**src/rtl/pcg_pkg.sv**
```systemverilog
package pcg_pkg;

  // Function selected by the low two bits of the word address.
  typedef enum logic [1:0] {
    FN_SET  = 2'd0,
    FN_CLR  = 2'd1,
    FN_STAT = 2'd2,
    FN_NONE = 2'd3
  } pcg_fn_e;

  function automatic pcg_fn_e fn_of(input logic [1:0] code);
    return pcg_fn_e'(code);
  endfunction

endpackage

```
**src/rtl/pcg_regdec.sv**
```systemverilog
module pcg_regdec
  import pcg_pkg::*;
#(
  parameter int NUM_BANKS = 2,
  parameter int BANK_W    = 32,
  parameter int ADDR_W    = 4,
  localparam int BSEL_W   = (NUM_BANKS > 1) ? $clog2(NUM_BANKS) : 1,
  localparam int NUM      = NUM_BANKS * BANK_W
) (
  input  logic [ADDR_W-1:0] addr,
  input  logic              wr,
  input  logic [BANK_W-1:0] wdata,
  output logic              hit,
  output pcg_fn_e           fn,
  output logic [BSEL_W-1:0] bank_idx,
  output logic [NUM-1:0]    set_mask,
  output logic [NUM-1:0]    clr_mask
);

  localparam int UP_LO = 2 + BSEL_W;

  logic upper_zero;
  logic bank_ok;
  logic wr_hit;

  generate
    if (ADDR_W > UP_LO) begin : g_upper
      assign upper_zero = (addr[ADDR_W-1:UP_LO] == '0);
    end else begin : g_noupper
      assign upper_zero = 1'b1;
    end
  endgenerate

  assign fn       = fn_of(addr[1:0]);
  assign bank_idx = addr[2 +: BSEL_W];
  assign bank_ok  = ({{(32-BSEL_W){1'b0}}, bank_idx} < NUM_BANKS);
  assign hit      = upper_zero && bank_ok;
  assign wr_hit   = hit && wr;

  for (genvar b = 0; b < NUM_BANKS; b++) begin : g_bank
    logic sel;
    assign sel = wr_hit && (bank_idx == BSEL_W'(b));
    assign set_mask[b*BANK_W +: BANK_W] = (sel && fn == FN_SET) ? wdata : '0;
    assign clr_mask[b*BANK_W +: BANK_W] = (sel && fn == FN_CLR) ? wdata : '0;
  end

endmodule

```
**src/rtl/pcg_state.sv**
```systemverilog
module pcg_state #(
  parameter int NUM      = 64,
  parameter int FIXED_ON = 2
) (
  input  logic           clk,
  input  logic           rst_n,
  input  logic [NUM-1:0] set_mask,
  input  logic [NUM-1:0] clr_mask,
  output logic [NUM-1:0] en_q
);

  function automatic logic [NUM-1:0] mk_fixed();
    logic [NUM-1:0] m;
    m = '0;
    for (int i = 0; i < NUM; i++) m[i] = (i < FIXED_ON);
    return m;
  endfunction

  localparam logic [NUM-1:0] FIXED_MASK = mk_fixed();

  // Set and clear are applied first. The fixed indices are then forced on.
  function automatic logic [NUM-1:0] next_en(input logic [NUM-1:0] cur,
                                             input logic [NUM-1:0] s,
                                             input logic [NUM-1:0] c);
    return ((cur | s) & ~c) | FIXED_MASK;
  endfunction

  logic [NUM-1:0] en_d;
  assign en_d = next_en(en_q, set_mask, clr_mask);

  always_ff @(posedge clk or negedge rst_n) begin
    if (!rst_n) en_q <= FIXED_MASK;
    else        en_q <= en_d;
  end

endmodule

```
**src/rtl/pcg_clk_gate.sv**
```systemverilog
module pcg_clk_gate #(
  parameter bit RST_VAL = 1'b0
) (
  input  logic clk,
  input  logic rst_n,
  input  logic en,
  output logic gclk
);

  // The enable is captured while the clock is low, so it cannot change during a high phase.
  logic en_lo;

  always_ff @(negedge clk or negedge rst_n) begin
    if (!rst_n) en_lo <= RST_VAL;
    else        en_lo <= en;
  end

  assign gclk = clk & en_lo;

endmodule

```
**src/rtl/pcg_gate_bank.sv**
```systemverilog
module pcg_gate_bank
  import pcg_pkg::*;
#(
  parameter int NUM_PERIPH = 64,
  parameter int BANK_W     = 32,
  parameter int ADDR_W     = 4,
  parameter int FIXED_ON   = 2
) (
  input  logic                  clk,
  input  logic                  rst_n,
  input  logic [ADDR_W-1:0]     bus_addr,
  input  logic                  bus_wr,
  input  logic [BANK_W-1:0]     bus_wdata,
  output logic [BANK_W-1:0]     bus_rdata,
  output logic [NUM_PERIPH-1:0] clk_en,
  output logic [NUM_PERIPH-1:0] gclk
);

  localparam int NUM_BANKS = NUM_PERIPH / BANK_W;
  localparam int BSEL_W    = (NUM_BANKS > 1) ? $clog2(NUM_BANKS) : 1;

  logic                  dec_hit;
  pcg_fn_e               dec_fn;
  logic [BSEL_W-1:0]     dec_bank;
  logic [NUM_PERIPH-1:0] set_mask;
  logic [NUM_PERIPH-1:0] clr_mask;
  logic [NUM_PERIPH-1:0] en_q;
  logic [BANK_W-1:0]     rd_word;

  pcg_regdec #(
    .NUM_BANKS(NUM_BANKS), .BANK_W(BANK_W), .ADDR_W(ADDR_W)
  ) dec_i (
    .addr(bus_addr), .wr(bus_wr), .wdata(bus_wdata),
    .hit(dec_hit), .fn(dec_fn), .bank_idx(dec_bank),
    .set_mask(set_mask), .clr_mask(clr_mask)
  );

  pcg_state #(
    .NUM(NUM_PERIPH), .FIXED_ON(FIXED_ON)
  ) st_i (
    .clk(clk), .rst_n(rst_n),
    .set_mask(set_mask), .clr_mask(clr_mask), .en_q(en_q)
  );

  assign clk_en = en_q;

  // Status mux: the addressed bank's slice of the enable state.
  always_comb begin
    rd_word = '0;
    for (int b = 0; b < NUM_BANKS; b++) begin
      if (dec_hit && dec_fn == FN_STAT && dec_bank == BSEL_W'(b))
        rd_word = en_q[b*BANK_W +: BANK_W];
    end
  end

  always_ff @(posedge clk or negedge rst_n) begin
    if (!rst_n) bus_rdata <= '0;
    else        bus_rdata <= rd_word;
  end

  for (genvar i = 0; i < NUM_PERIPH; i++) begin : g_gate
    pcg_clk_gate #(.RST_VAL(i < FIXED_ON)) gate_i (
      .clk(clk), .rst_n(rst_n), .en(en_q[i]), .gclk(gclk[i])
    );
  end

endmodule

```
**config.mk**
```make
export PLATFORM = sky130hd
export DESIGN_NAME = pcg_gate_bank
export DESIGN_NICKNAME = d
export VERILOG_FILES = /design/src/rtl/pcg_pkg.sv /design/src/rtl/pcg_regdec.sv /design/src/rtl/pcg_state.sv /design/src/rtl/pcg_clk_gate.sv /design/src/rtl/pcg_gate_bank.sv
export SDC_FILE = /design/constraint.sdc
export NUM_CORES = 1
export LEC_CHECK = 0
export BUFFER_PORTS_ARGS = -buffer_cell sky130_fd_sc_hd__buf_2
export CORE_MARGIN = 2
export CORE_UTILIZATION = 55
export DETAILED_ROUTE_END_ITERATION = 8
export PLACE_DENSITY = 0.9
export SYNTH_ARGS = -nofsm -noshare
export SYNTH_HDL_FRONTEND = slang
export SYNTH_SLANG_ARGS = --single-unit
```
**constraint.sdc**
```tcl
create_clock -name clk -period 1.1 [get_ports clk]
set_input_delay 0.11 -clock clk [delete_from_list [all_inputs] [get_ports clk]]
set_output_delay 0.11 -clock clk [all_outputs]
set_load 0.05 [all_outputs]
```
==> flow_summary_export.csv, run 1 <==
group,metric,value,unit
floorplan,io_pins,199,
place,port_buffers,196,
outcome,firstError,"[ERROR DPL-0038] Utilization greater than 100%, impossible to legalize",
yosys,yosys.area.top_type,"dfrtp_1",
floorplan,rows,40,
floorplan,dieWidth,116,microns
yosys,yosys_warnings,0,
yosys,synth_edf_count,0,
place,globalplace.congestion,0.823,
yosys,synth.distinct_cells,21,
place,pre_cts_ws,-0.305,ns
sta,worstEpCategory,"top-level output",
global_route,grt_max_degree,37,
yosys,synth_cells,605,
yosys,synthFlopType,"dfrtp_1",
yosys,synth_area_leaders,"dfrtp_1 (34%), dfrtn_1 (23%), buf_4 (14%)",
yosys,netlist_area,6880,sq um
outcome,status,"aborted with a tool error",
yosys,yosys_register_bits,156,
yosys,ys_seq_area_share,56.7,%
floorplan,initial_core_util,56.8,%
floorplan,die_h,116,microns
yosys,synthArstFlopShare,100,%
place,dp.cells,888,
yosys,synth.avg_cell_area,11.4,sq um
sta,worstEndpointGrtRepair,"gclk[48]",
yosys,synth_top_area_share,34.2,%
place,hpwl,10.7,mm
outcome,haltStage,"global routing",
[cells in the mapped netlist, types with 7 or more instances]
master    instances
o21ai_0          53
nand2b_1         30
nor2_1           31
buf_6             7
buf_4           129
dfrtp_1          94
o21ai_1           7
and2_1           62
mux2i_1          32
o31ai_1          59
dfrtn_1          62
clkbuf_1         26
[repair_timing]
item	4_1_cts
hold buffers	35
resized for setup	562
setup endpoints to repair	248
setup buffers	73
hold endpoints to repair	160
cloned	1
pin swaps	60
[cells by family after synthesis]
family | share of synthesized area (%)
buffers and inverters | 16.9
other | 0.0545
AOI/OAI and AO/OA | 11.1
muxes | 4.65
and+or+nand+nor | 10.6
DFF | 56.7
[stage by stage]
step	setup TNS, ns	hold slack (ns)	area, sq um
2_1_floorplan	-13.40	-0.186	7130
3_3_place_gp	-25.59	-0.0540	7620
3_5_place_dp	-30.07	-0.0476	7620
4_1_cts	-67.61	0.141	11500
==> run 2, diff against run 1 <==
CORE_UTILIZATION = 40   (was 55)
PLACE_DENSITY = default   (was 0.9)
PLACE_DENSITY_LB_ADDON = 0.15   (was default)
==> run 2 against run 1 <==
The flow now finishes, with violations (negative setup slack). Synthesized cell count did not move. Synthesized area did not move.
==> flow_summary_export.csv, run 2 <==
group,metric,value,unit
worst_setup_path,arrival,1.77,ns
final_layout,drive_above_1_share,54.1,%
detailed_routing,vias,5413,
worst_setup_path,max_stage_delay,0.40,ns
place,port_buffers,196,
floorplan,initial_core_util,41.2,%
sta,slew_viol_final,0,
yosys,synth.avg_cell_area,11.4,sq um
sta,slew_headroom,55.9,%
detailed_routing,wl_per_cell,17.8,microns
pwr,p_leak,5.71,nW
worst_hold_path,min_from,"bus_addr[0]",
final_layout,most-common-layout-cells,"buf_8 (114), buf_6 (112), dfrtp_1 (94)",
final_layout,layout_commonest_cell,"buf_8",
worst_setup_path,r2r-start,"st_i.en_q[5]$_DFF_PN0_",
worst_setup_path,crit_chain,"and2_4 -> buf_8",
yosys,synth_top_area_share,34.2,%
sta,worst_slack,-0.784,ns
floorplan,die_h,135,microns
worst_setup_path,crit_slowest_cell,"dfrtn_1",
sta,hold_viol,0,
final_layout,syn2layout_area_growth,71.9,%
global_route,grt_overflow,0,
worst_setup_path,worstSetupEndpointType,"output port",
yosys,yosys-top-cells-count,"buf_4 (129), dfrtp_1 (94), and2_1 (62), dfrtn_1 (62), o31ai_1 (59)",
yosys,synth.distinct_cells,21,
worst_setup_path,worstPathRequired,0.99,ns
floorplan,core_area,16700,sq um
worst_setup_path,cp-startpoint,"g_gate[44].gate_i.en_lo$_DFF_NN0_",
worst_setup_path,crit_type,"flop to output port",
sta,setup_viol,278,
global_route,grt_max_degree,55,
yosys,synthFlopType,"dfrtp_1",
yosys,ys_seq_area_share,56.7,%
run,drv_cap,0,
yosys,yosys_register_bits,156,
worst_setup_path,cpLargestDelayFamily,"flip-flops",
detailed_routing,first_pass_iters,4,
yosys,synth_cells,605,
global_route,antenna_found_initial,0,
pwr,total_power,34.5,mW
floorplan,io_pins,199,
final_layout,fin_util,70.8,%
worst_hold_path,hold_path.class,"primary input to flop",
yosys,yosys_warnings,0,
pwr,max-vdd-ir-drop,2380,uV
global_route,grt_pass1_vias,6591,
yosys,netlist_area,6880,sq um
detailed_routing,drtIter0Drc,188,
floorplan,die-area,18300,sq um
sta,rsz0062_at_grt,"yes",
yosys,synth_edf_count,0,
outcome,violations,"negative setup slack",
detailed_routing,drcViolationCount,0,
yosys,yosys.area.top_type,"dfrtp_1",
yosys,synth_area_leaders,"dfrtp_1 (34%), dfrtn_1 (23%), buf_4 (14%)",
final_layout,largest_registers,"g_gate.gate_i.en_lo: 62 flops, st_i.en_q: 62 flops, bus_rdata: 32 flops",
outcome,status,"complete, but fails checks",
final_layout,fin_nets,923,
detailed_routing,detail_route.vias_per_cell,4.82,
worst_setup_path,start_kind,"flop",
worst_setup_path,crit_buf_inv,1,
detailed_routing,ant_nets,0,
pwr,power.density,2920,nW/um^2
yosys,synth.most_common_cell,"buf_4",
place,globalplace.congestion,0.777,
place,hpwl,10.8,mm
final_layout,diodes,0,
clock_tree,clk_latency,0.53,ns
global_route,grt_pass1_wl,31.3,mm
clock_tree,clk_pin_slew,0.06,ns
floorplan,dieWidth,135,microns
global_route,grt_usage,22.8,%
sta,clock_skew,0.00800,ns
floorplan,rows,47,
yosys,synthArstFlopShare,100,%
clock_tree,cts_tree,"built",
detailed_routing,wl,20.0,mm
worst_setup_path,worstPathMaxFanout,1,
final_layout,fillerInstances,1127,
sta,worstMarginPinSlew,0.662,ns
==> run 2: cell counts after synthesis <==
No cell type changed its count.
==> run 2: what timing repair did <==
| item | 4_1_cts | 5_1_grt |
|---|---|---|
| buffers inserted | 66 | 28 |
| pin swaps | 60 | 2 |
| resized for setup | 568 | 23 |
| hold buffers | 33 | 0 |
| endpoints found under the hold margin | 157 | 0 |
| setup endpoints to repair | 239 | 282 |
==> run 2: logic make-up (layout without fill, tap and decap cells) <==
| family | after synthesis | count (layout) | synth area share, % |
|---|---|---|---|
| buffers and inverters | 166 | 464 | 16.9 |
| DFF | 156 | 156 | 56.7 |
| and+or+nand+nor | 128 | 128 | 10.6 |
| AOI/OAI and AO/OA | 122 | 122 | 11.1 |
| muxes | 32 | 32 | 4.65 |
| other | 1 | 2 | 0.0545 |
==> run 2: path summary, 6_finish.rpt <==
path                       slack, ns                           endpoint  cells past startpoint
setup / recovery               -0.78                           gclk[44]                      2
hold / removal                  0.08             bus_rdata[0]$_DFF_PN0_                      5
setup reg to reg               -0.13   g_gate[5].gate_i.en_lo$_DFF_NN0_                      1
hold reg to reg                 0.59             st_i.en_q[8]$_DFF_PN0_                      2
max in group asynchronous       0.18  g_gate[20].gate_i.en_lo$_DFF_NN0_                      3
min in group asynchronous       0.15             bus_rdata[6]$_DFF_PN0_                      3
==> run 2: area by class of cell <==
cell class,instances,area [sq um],share of cell area (%)
flip-flops and latches,156,3900,33.0
clock buffers,116,2050,17.3
well taps,220,275,2.33
multi-input cells,284,1990,16.8
repair buffers,339,3500,29.6
clock inverters,7,97.6,0.825
inverters,2,7.51,0.0634
==> run 2: per-layer routing <==
layer	vias to the layer above	global-route usage (%)	part of all wire [%]
li1	2468	-	-
met2	239	35.1	51
met3	94	12.6	8.4
met4	0	19.1	4.5
met1	2612	22.3	36
met5	-	0	0
==> run 2: report_power, final <==
part | switching, mW | internal (mW) | leakage (nW)
combinational | 3.70 | 3.70 | 2.39
sequential | 0.526 | 6.76 | 2.01
clock | 8.68 | 11.1 | 1.31
==> run 2: stage by stage <==
stage	hold slack [ns]	cells	area, sq um	TNS (ns)	setup slack (ns)
after floorplan	-0.186	606	7130	-13.40	-0.194
final	0.0788	1124	11800	-65.73	-0.784
after global routing	0.0862	1124	11800	-73.60	-0.821
after CTS	0.0532	1096	11500	-66.40	-0.790
after global placement	0.134	938	7680	-29.90	-0.318
after detailed placement	0.138	938	7680	-32.26	-0.316
==> run 2: tightest hold or removal path: stages <==
cell,delay [ns]
buf_2,0.10
nor2_1,0.05
nand2_2,0.08
buf_12,0.16
a21oi_1,0.05
(Power assumes the default switching activity.)
==> run 3, diff against run 2 <==
--- a/config.mk
+++ b/config.mk
@@ -7,8 +7,9 @@
 export LEC_CHECK = 0
 export BUFFER_PORTS_ARGS = -buffer_cell sky130_fd_sc_hd__buf_2
-export CORE_MARGIN = 2
+export CORE_MARGIN = 4
 export CORE_UTILIZATION = 40
 export DETAILED_ROUTE_END_ITERATION = 8
 export PLACE_DENSITY_LB_ADDON = 0.15
+export SKIP_CTS_REPAIR_TIMING = 1
 export SYNTH_ARGS = -nofsm -noshare
 export SYNTH_HDL_FRONTEND = slang
==> constraint.sdc (replaced) <==
create_clock -name clk -period 1.1 [get_ports clk]
set_input_delay 0.165 -clock clk [delete_from_list [all_inputs] [get_ports clk]]
set_output_delay 0.165 -clock clk [all_outputs]
set_load 0.05 [all_outputs]
==> run 3 against run 2 <==
The run ends with negative hold slack, negative setup slack left. Die area rose by 6.0%. Non-clock buffer count down 58. Critical path depth unchanged. Critical endpoint is now gclk[45]. Setup slack worse by 0.053 ns. Count of clock-buffer cells in the layout up 11. Via count fell by 5.0%. First-iteration DRC count decreased by 9.0%. Wire length fell by 6.2%. Sequential power about the same. Power shrank 3.2%.
==> flow_summary_export.csv, run 3 (synthesis results as in run 2) <==
group,metric,value,unit
outcome,status,"complete, but fails checks",
outcome,violations,"negative hold slack, negative setup slack",
final_layout,syn2layout_area_growth,64.4,%
detailed_routing,first_pass_iters,4,
final_layout,fillerInstances,1170,
final_layout,most-common-layout-cells,"buf_8 (113), buf_6 (105), dfrtp_1 (93)",
global_route,antenna_found_initial,0,
worst_setup_path,r2r-start,"st_i.en_q[59]$_DFF_PN0_",
clock_tree,clk_pin_slew,0.06,ns
sta,slew_viol_final,0,
sta,clock_skew,0.00808,ns
final_layout,largest_registers,"g_gate.gate_i.en_lo: 62 flops, st_i.en_q: 62 flops, bus_rdata: 32 flops",
worst_hold_path,hold_path.class,"primary input to flop",
pwr,total_power,33.4,mW
final_layout,layout_commonest_cell,"buf_8",
sta,whs,-0.0133,ns
global_route,grt_usage,17.5,%
sta,setup_viol,262,
floorplan,die-area,19400,sq um
global_route,grt_pass1_vias,5662,
final_layout,fin_nets,867,
pwr,p_leak,5.41,nW
sta,rsz0062_at_grt,"yes",
detailed_routing,wl,18.8,mm
sta,hold_viol,5,
floorplan,core_area,16700,sq um
floorplan,rows,47,
pwr,max-vdd-ir-drop,2050,uV
detailed_routing,drcViolationCount,0,
floorplan,die_h,139,microns
run,drv_cap,0,
detailed_routing,wl_per_cell,17.5,microns
detailed_routing,ant_nets,0,
detailed_routing,drtIter0Drc,171,
global_route,grt_max_degree,43,
final_layout,diodes,0,
place,globalplace.congestion,0.791,
pwr,power.density,2950,nW/um^2
sta,worst_slack,-0.837,ns
floorplan,dieWidth,139,microns
final_layout,drive_above_1_share,51.2,%
detailed_routing,detail_route.vias_per_cell,4.78,
place,port_buffers,196,
final_layout,regArea,3910,sq um
floorplan,io_pins,199,
place,pre_cts_ws,-0.356,ns
worst_setup_path,start_kind,"flop",
global_route,grt_overflow,0,
global_route,grt_pass1_wl,26.4,mm
detailed_routing,vias,5144,
worst_setup_path,cp-startpoint,"g_gate[45].gate_i.en_lo$_DFF_NN0_",
worst_setup_path,worstPathMaxFanout,1,
clock_tree,clk_latency,0.53,ns
floorplan,initial_core_util,41.2,%
worst_setup_path,arrival,1.77,ns
place,hpwl,10.6,mm
worst_setup_path,crit_type,"flop to output port",
worst_hold_path,min_from,"bus_wdata[30]",
worst_setup_path,worstPathRequired,0.94,ns
clock_tree,cts_tree,"built",
final_layout,multiInputGateArea,1980,sq um
worst_setup_path,worstSetupEndpointType,"output port",
run 3: cell types whose count changed in the layout (fill, tap and decap cells not counted), moves of 3 or more:
cell           previous run  this run
o21ai_2                   4         1
dlygate4sd3_1            33        24
buf_6                   112       105
buf_4                    92        51
clkbuf_1                  9        19
run 3: layout make-up:
type | count | share of cell area [%]
Sequential cell | 156 | 34.5
Timing Repair Buffer | 281 | 26.8
Clock buffer | 127 | 18.3
Multi-Input combinational cell | 284 | 17.5
Tap cell | 220 | 2.43
Clock inverter | 6 | 0.354
Inverter | 2 | 0.0663
run 3: power breakdown:
group / switching (mW) / internal [mW]
registers: 0.511 / 6.76
logic: 3.50 / 3.21
clock network: 8.70 / 10.7
run 3: metrics by stage:
step	std cells	cell area (sq um)	TNS (ns)	hold slack, ns	utilization, %
4_1_cts	1003	8800	-85.22	-0.372	52.7
6_report	1076	11300	-71.83	-0.0133	67.7
2_1_floorplan	606	7130	-18.46	-0.131	-
5_1_grt	1076	11300	-79.73	0.000874	67.7
3_5_place_dp	936	7690	-36.41	0.196	46.0
3_3_place_gp	936	7690	-34.91	0.193	46.0
run 3: per-layer routing:
| metal | track usage [%] | part of all wire, % | vias to the layer above | wire [microns] |
|---|---|---|---|---|
| met2 | 23.1 | 48 | 254 | 9030 |
| met3 | 11.5 | 9.4 | 95 | 1770 |
| met4 | 16.9 | 5.5 | 0 | 1040 |
| met1 | 18.3 | 37 | 2422 | 6950 |
| met5 | 0 | 0 | - | 0 |
| li1 | - | - | 2373 | - |
run 3: final timing paths:
kind	endpoint	slack, ns	cells past startpoint
max	gclk[45]	-0.84	2
min	st_i.en_q[62]$_DFF_PN0_	-0.01	3
max reg2reg	g_gate[59].gate_i.en_lo$_DFF_NN0_	-0.15	1
min reg2reg	st_i.en_q[53]$_DFF_PN0_	0.59	2
max in group asynchronous	g_gate[46].gate_i.en_lo$_DFF_NN0_	0.16	3
min in group asynchronous	bus_rdata[25]$_DFF_PN0_	0.22	3
run 3: critical path, cell delays in order, from the launching register on:
cell and delay [ns]:
dfrtn_1 0.41, and2_4 0.15, buf_8 0.14
==> run 4, diff against run 3 <==
ABC_AREA = 1   (was default)
==> run 4 against run 3 <==
The flow finishes with violations (negative setup slack). Wire length is 24% higher. Sequential power is 3.3% higher. Power is 31% higher. Utilization is 1.9 points lower. Final area is 5.9% higher. Setup slack worse by 0.014 ns. Flip-flop and latch count stayed put. Sequential share of layout area is 1.9 points lower.
==> flow_summary_export.csv, run 4 <==
group,metric,value,unit
outcome,status,"complete, but fails checks",
outcome,violations,"negative setup slack",
pwr,max-vdd-ir-drop,3300,uV
global_route,grt_overflow,0,
yosys,netlist_area,7510,sq um
yosys,synthFlopType,"dfrtp_1",
place,port_buffers,196,
worst_setup_path,cp-startpoint,"g_gate[58].gate_i.en_lo$_DFF_NN0_",
sta,clock_skew,0.00890,ns
global_route,grt_usage,20.3,%
detailed_routing,ant_nets,0,
place,post_dp_cell_area,8560,sq um
worst_setup_path,crit_type,"flop to output port",
sta,finalSetupTns,-70.41,ns
detailed_routing,wl_per_cell,17.1,microns
clock_tree,clk_latency,0.53,ns
clock_tree,cts_tree,"built",
sta,slew_viol_final,0,
yosys,synth_edf_count,0,
detailed_routing,first_pass_iters,5,
yosys,ys_seq_area_share,52.0,%
detailed_routing,drcViolationCount,0,
sta,worst_slack,-0.850,ns
floorplan,die-area,21000,sq um
final_layout,syn2layout_area_growth,59.7,%
place,globalplace.congestion,0.760,
detailed_routing,wl,23.2,mm
worst_setup_path,worstPathRequired,0.94,ns
final_layout,fin_util,65.8,%
sta,hold_viol,0,
yosys,synth.avg_cell_area,8.64,sq um
pwr,switchingPower,19.8,mW
final_layout,layout_commonest_cell,"inv_1",
floorplan,io_pins,199,
sta,rsz0062_at_grt,"yes",
global_route,grt_pass1_vias,6938,
yosys,yosys.area.top_type,"dfrtp_1",
sta,whs,0.120,ns
yosys,synth_top_area_share,31.3,%
yosys,yosys-top-cells-count,"inv_1 (186), nand2_1 (154), buf_4 (135)",
place,dp.cells,1222,
place,hpwl,13.0,mm
final_layout,final_area,12000,sq um
global_route,grt_pass1_wl,33.6,mm
floorplan,core_area,18200,sq um
yosys,synth.distinct_cells,20,
global_route,grt_max_degree,45,
worst_setup_path,rrSetupSlack,-0.14,ns
worst_setup_path,worstPathMaxFanout,1,
floorplan,initial_core_util,41.2,%
global_route,antenna_found_initial,0,
pwr,p_leak,6.21,nW
run,drv_cap,0,
detailed_routing,drtIter0Drc,261,
pwr,total_power,43.8,mW
detailed_routing,detail_route.vias_per_cell,4.79,
pwr,pwr-share-seq,17.2,%
worst_setup_path,reg2reg_depth,1,
detailed_routing,vias,6479,
pwr,pwr-share-clk,65.4,%
worst_setup_path,r2r-start,"st_i.en_q[23]$_DFF_PN0_",
sta,setup_viol,257,
pwr,switching_share,45.4,%
pwr,pwr-share-comb,17.4,%
pwr,power.density,3650,nW/um^2
yosys,yosys_warnings,0,
worst_setup_path,rr_endpoint,"g_gate[23].gate_i.en_lo$_DFF_NN0_",
final_layout,most-common-layout-cells,"inv_1 (152), nand2_1 (140), buf_6 (130)",
worst_setup_path,start_kind,"flop",
worst_setup_path,worstSetupEndpointType,"output port",
worst_setup_path,endpoint,"gclk[58]",
yosys,synth_area_leaders,"dfrtp_1 (31%), dfrtn_1 (21%), buf_4 (14%)",
final_layout,largest_registers,"g_gate.gate_i.en_lo: 62 flops, st_i.en_q: 62 flops, bus_rdata: 32 flops",
final_layout,diodes,0,
worst_setup_path,arrival,1.79,ns
yosys,synthArstFlopShare,100,%
worst_hold_path,hold_path.class,"primary input to flop",
floorplan,rows,49,
final_layout,drive_above_1_share,39.1,%
final_layout,fin_nets,1140,
pwr,internal_power,23.9,mW
floorplan,die_h,145,microns
clock_tree,clk_pin_slew,0.06,ns
yosys,yosys_register_bits,156,
yosys,synth_cells,869,
place,pre_cts_ws,-0.318,ns
floorplan,dieWidth,145,microns
yosys,synth.most_common_cell,"inv_1",
final_layout,layout.cells.non_filler,1354,
-- run 4: cell families after synthesis --
| family | after synthesis | synth area share [%] |
|---|---|---|
| flip-flops | 156 | 52.0 |
| AND/OR/NAND/NOR | 285 | 17.8 |
| AO/OA/AOI/OAI | 64 | 4.27 |
| other | 1 | 0.0500 |
| buffers and inverters | 363 | 25.9 |
-- run 4: cell type report --
cell class / count / area (sq um)
clock buffers: 117 / 1870
well taps: 229 / 287
repair buffers: 298 / 3300
inverters: 129 / 484
fillers: 1388 / 6220
multi-input cells: 351 / 1710
clock inverters: 74 / 433
flip-flops and latches: 156 / 3910
-- run 4: routing by layer --
metal  vias to the layer above  GRT usage [%]  wire, microns  part of all wire (%)
met3                       110           11.9           1940                   8.4
li1                       3029              -              -                     -
met1                      3018           22.9           8890                    38
met4                         0           17.4           1220                   5.2
met2                       322           27.2          11200                    48
met5                         -              0              0                     0
-- run 4: worst max-delay path, cell delays in order, from the launching register on --
cell and delay, ns:
dfrtn_1 0.42, nand2_1 0.09, inv_2 0.07, buf_8 0.14
-- run 4: power by group through the flow --
stage	clock (mW)	sequential, mW	combinational (mW)
2_1_floorplan	15.1	7.67	3.72
3_5_place_dp	11.3	7.44	5.32
6_report	28.6	7.52	7.60
4_1_cts	23.7	7.35	5.34
5_1_grt	30.1	7.63	8.01
3_3_place_gp	11.3	7.41	5.30
-- run 4: how the worst min path moves through the flow --
stage | slack, ns | start | cells past startpoint | end
after floorplan | -0.13 | rst_n | 0 | bus_rdata[0]$_DFF_PN0_
after global placement | 0.19 | rst_n | 2 | st_i.en_q[28]$_DFF_PN0_
after detailed placement | 0.19 | rst_n | 2 | st_i.en_q[28]$_DFF_PN0_
after CTS | -0.37 | rst_n | 2 | st_i.en_q[28]$_DFF_PN0_
after global routing | 0.12 | bus_addr[2] | 4 | st_i.en_q[60]$_DFF_PN0_
final | 0.12 | bus_addr[0] | 5 | bus_rdata[1]$_DFF_PN0_
